==> config.mk <==
export PLATFORM = sky130hd
export DESIGN_NAME = gpio_evt_agg
export DESIGN_NICKNAME = d
export VERILOG_FILES = /design/src/rtl/gpio_evt_agg.sv
export SDC_FILE = /design/constraint.sdc
export NUM_CORES = 1
export LEC_CHECK = 0
export BUFFER_PORTS_ARGS = -buffer_cell sky130_fd_sc_hd__buf_2
export CAP_MARGIN = 25
export CORE_ASPECT_RATIO = 1.2
export CORE_UTILIZATION = 40
export DETAILED_ROUTE_END_ITERATION = 8
export PLACE_DENSITY = 0.76
export RECOVER_POWER = 50
export REMOVE_ABC_BUFFERS = 1
export SYNTH_ARGS = -nofsm -noshare
export SYNTH_HDL_FRONTEND = slang
export SYNTH_SLANG_ARGS = --single-unit
==> constraint.sdc <==
create_clock -name clk -period 4.2 [get_ports clk]
set_clock_uncertainty 0.1 [all_clocks]
set_input_delay 0.63 -clock clk [delete_from_list [all_inputs] [get_ports clk]]
set_output_delay 0.63 -clock clk [all_outputs]
set_load 0.01 [all_outputs]
==> src/rtl/gpio_evt_agg.sv <==
module gpio_evt_agg #(
  parameter int PORTS = 4,
  parameter int PINS  = 8
) (
  input  logic                    clk,
  input  logic                    rst_n,
  input  logic [PORTS*PINS-1:0]   pin_lvl,
  input  logic [PORTS*PINS*3-1:0] trig_cfg,
  input  logic [PORTS*PINS-1:0]   irq_en,
  input  logic                    clr_wr,
  input  logic [PORTS*PINS-1:0]   clr_mask,
  output logic [PORTS*PINS-1:0]   sts,
  output logic                    bank_irq
);
  localparam int N = PORTS * PINS;

  logic [N-1:0] lvl_q;
  logic [N-1:0] evt;
  logic         primed;

  for (genvar i = 0; i < N; i++) begin : g_pin
    localparam int BASE = (i / PINS) * 3 * PINS + (i % PINS);
    logic pol, edg, any, rise, fall;
    assign pol  = trig_cfg[BASE];
    assign edg  = trig_cfg[BASE + PINS];
    assign any  = trig_cfg[BASE + 2*PINS];
    assign rise = primed &  pin_lvl[i] & ~lvl_q[i];
    assign fall = primed & ~pin_lvl[i] &  lvl_q[i];
    assign evt[i] = edg ? (any ? (rise | fall) : (pol ? rise : fall))
                        : (pol ? pin_lvl[i] : ~pin_lvl[i]);
  end

  always_ff @(posedge clk or negedge rst_n) begin
    if (!rst_n) begin
      lvl_q  <= '0;
      primed <= 1'b0;
      sts    <= '0;
    end else begin
      lvl_q  <= pin_lvl;
      primed <= 1'b1;
      sts    <= (sts & ~(clr_wr ? clr_mask : '0)) | evt;
    end
  end

  assign bank_irq = |(sts & irq_en);
endmodule

==> impl_metrics.env <==
export IMPL_status="complete, but fails checks"
export IMPL_failed_checks="max-capacitance violations, max-slew violations"
export IMPL_chipWidth_um=89.3
export IMPL_tightest_slew_ns=2.08
export IMPL_grt_max_degree=39
export IMPL_cts_made_buffers=9
export IMPL_initialDrtViolationCount=175
export IMPL_fin_tns_setup_ns=0
export IMPL_rsz0062_at_grt="false"
export IMPL_syn_inst=385
export IMPL_clk_pin_slew_ns=0.07
export IMPL_fin_util=0.581
export IMPL_fin_nets=810
export IMPL_dpl_hpwl_mm=9.10
export IMPL_hold_class="primary input to register"
export IMPL_clock_fmax_ghz=0.383
export IMPL_cp_end_kind="output port"
export IMPL_synth_top_cell_area_share=0.444
export IMPL_slowest_delay_ns=0.50
export IMPL_instances_no_fill=737
export IMPL_cts_hold_buffers_added=0
export IMPL_worstPathRequired_ns=3.47
export IMPL_ys_ff_latch=65
export IMPL_cts_tree="built"
export IMPL_ys_seq_area_frac=0.444
export IMPL_dieArea_sq_um=9540
export IMPL_period_minus_slack_ns=2.61
export IMPL_crit_family="simple AND/OR/NAND/NOR gates"
export IMPL_synth_top_area_cell="dfrtp_1"
export IMPL_setup_viol=0
export IMPL_drv_cap=1
export IMPL_antenna_found_initial=0
export IMPL_grt_pass1_vias=3952
export IMPL_relSlewSlack=-0.386
export IMPL_grt_first_pass_wirelength_mm=17.9
export IMPL_power_density_nw_per_um2=329
export IMPL_ctsResizeCount=0
export IMPL_hold_viol_final=0
export IMPL_ys_types=22
export IMPL_vdd_ir_drop_max_uv=188
export IMPL_port_buffers=227
export IMPL_cts_num_sinks=65
export IMPL_drive_gt1_frac=0.347
export IMPL_antenna_cells=0
export IMPL_remaining_drc_errors=0
export IMPL_rows=37
export IMPL_vias=4056
export IMPL_critPathKind="register to output port"
export IMPL_ios=228
export IMPL_root_buffer="clkbuf_8"
export IMPL_power_leakage_nw=2.49
export IMPL_crit_fanout=3
export IMPL_fin_crit_sh=0.621
export IMPL_hold_ws_ns=0.329
export IMPL_power_mw=1.67
export IMPL_vias_per_cell=5.50
export IMPL_fp_coreArea_sq_um=8750
export IMPL_fillCellCount=810
export IMPL_maxSlewViolCount=39
export IMPL_ys_top_cells_by_area="dfrtp_1 (44%), a21bo_1 (8.5%), o311a_1 (8.5%)"
export IMPL_clock_path_buffers=2
export IMPL_first_pass_iters=6
export IMPL_syn_avg_cell_area_sq_um=9.51
export IMPL_start_util=0.418
export IMPL_post_cts_buffers=0
export IMPL_gr_total_overflow=0
export IMPL_crit_path_top_delay_cell="or4_1"
export IMPL_area_delta_synth_final_pct=38.8
export IMPL_routed_wl_mm=11.6
export IMPL_crit_chain="a22oi_1, nand4_1, or4_1, buf_2"
export IMPL_ys_warn_count=0
export IMPL_critPathLaunchType="register"
export IMPL_grt_usage=0.246
export IMPL_ctsHtreeMaxLevel=3
export IMPL_ant_nets=0
export IMPL_netlist_area_sq_um=3660
export IMPL_place_gp_congestion=0.886
export IMPL_die_h_um=107
export IMPL_worstSkewPairLatency_ns=0.34
export IMPL_crit_buf_inv=1
export IMPL_worstPathArrival_ns=1.88
export IMPL_wl_per_cell_um=15.7
export IMPL_numPlacedInstances=721
[cell families after synthesis]
family | count (synthesis) | share of synthesized area
compound gates | 177 | 0.375
simple gates | 131 | 0.160
flops | 65 | 0.444
buf+inv | 11 | 0.0191
other cells | 1 | 0.00102
[placed cells by master, fill, tap and decap left out, drive strengths merged]
cell,count
clkinv,2
o21ai,31
a211oi,1
a22oi,16
conb,1
clkbuf,44
bufinv,2
clkinvlp,1
a211o,1
buf,196
nor2,31
nand2,63
inv,1
nand4,4
dfrtp,65
a311oi,31
or4,1
a21boi,2
a21oi,33
a21bo,31
o311a,31
nand2b,32
[metrics by stage]
step / area, sq um / worst slack [ns]
after floorplan: 3600 / 2.01
after global placement: 4890 / 1.63
after detailed placement: 4890 / 1.62
after CTS: 5120 / 1.54
after global routing: 5080 / 1.50
final: 5080 / 1.59
[per-layer routing]
layer | share of wire | wire, um | up-vias | track usage
li1 | - | - | 1948 | -
met1 | 0.40 | 4640 | 1901 | 0.296
met2 | 0.51 | 5900 | 170 | 0.417
met3 | 0.053 | 608 | 37 | 0.0408
met4 | 0.036 | 419 | 0 | 0.125
met5 | 0 | 0 | - | 0
[final cells by class]
type                       count  area [sq um]  area share
clock inverter                 5          77.6      0.0153
clock buffer                  11           151      0.0298
timing repair buffer         229          1110       0.218
multi-input combinational    309          1960       0.386
tap                          117           146      0.0288
inverter                       1          6.26     0.00123
sequential                    65          1630       0.320
[flip-flops by register name, indices dropped and copies added, names as in the netlist]
| name | cells |
|---|---|
| sts | 32 |
| lvl_q | 32 |
| primed | 1 |
[path summary, 6_finish.rpt]
kind                                   from         to  slack (ns)  cells after the start
max in group asynchronous             rst_n   lvl_q[7]        1.89                      2
worst min register to register      sts[22]    sts[22]        0.41                      2
min in group asynchronous             rst_n     sts[8]        0.78                      1
worst min-delay path            pin_lvl[10]  lvl_q[10]        0.33                      1
worst max register to register       primed     sts[7]        2.44                      3
worst max-delay path                 sts[6]   bank_irq        1.59                      4
[where the power goes]
group | total, mW | switching, mW | internal [mW] | leakage [nW]
combinational | 0.350 | 0.179 | 0.171 | 1.66
clock | 0.606 | 0.242 | 0.365 | 0.115
sequential | 0.715 | 0.0404 | 0.675 | 0.709
[synthesized netlist by cell type, drive strengths merged]
library cell  instances
o311a                31
a211o                 1
clkbuf                5
or4                   1
a21bo                31
nand2                63
a21boi                2
dfrtp                65
a211oi                1
a21oi                33
nand2b               32
o21ai                31
a311oi               31
a22oi                16
buf                   5
conb                  1
nor2                 31
nand4                 4
inv                   1
No activity file was read; power rests on OpenSTA's default activity.
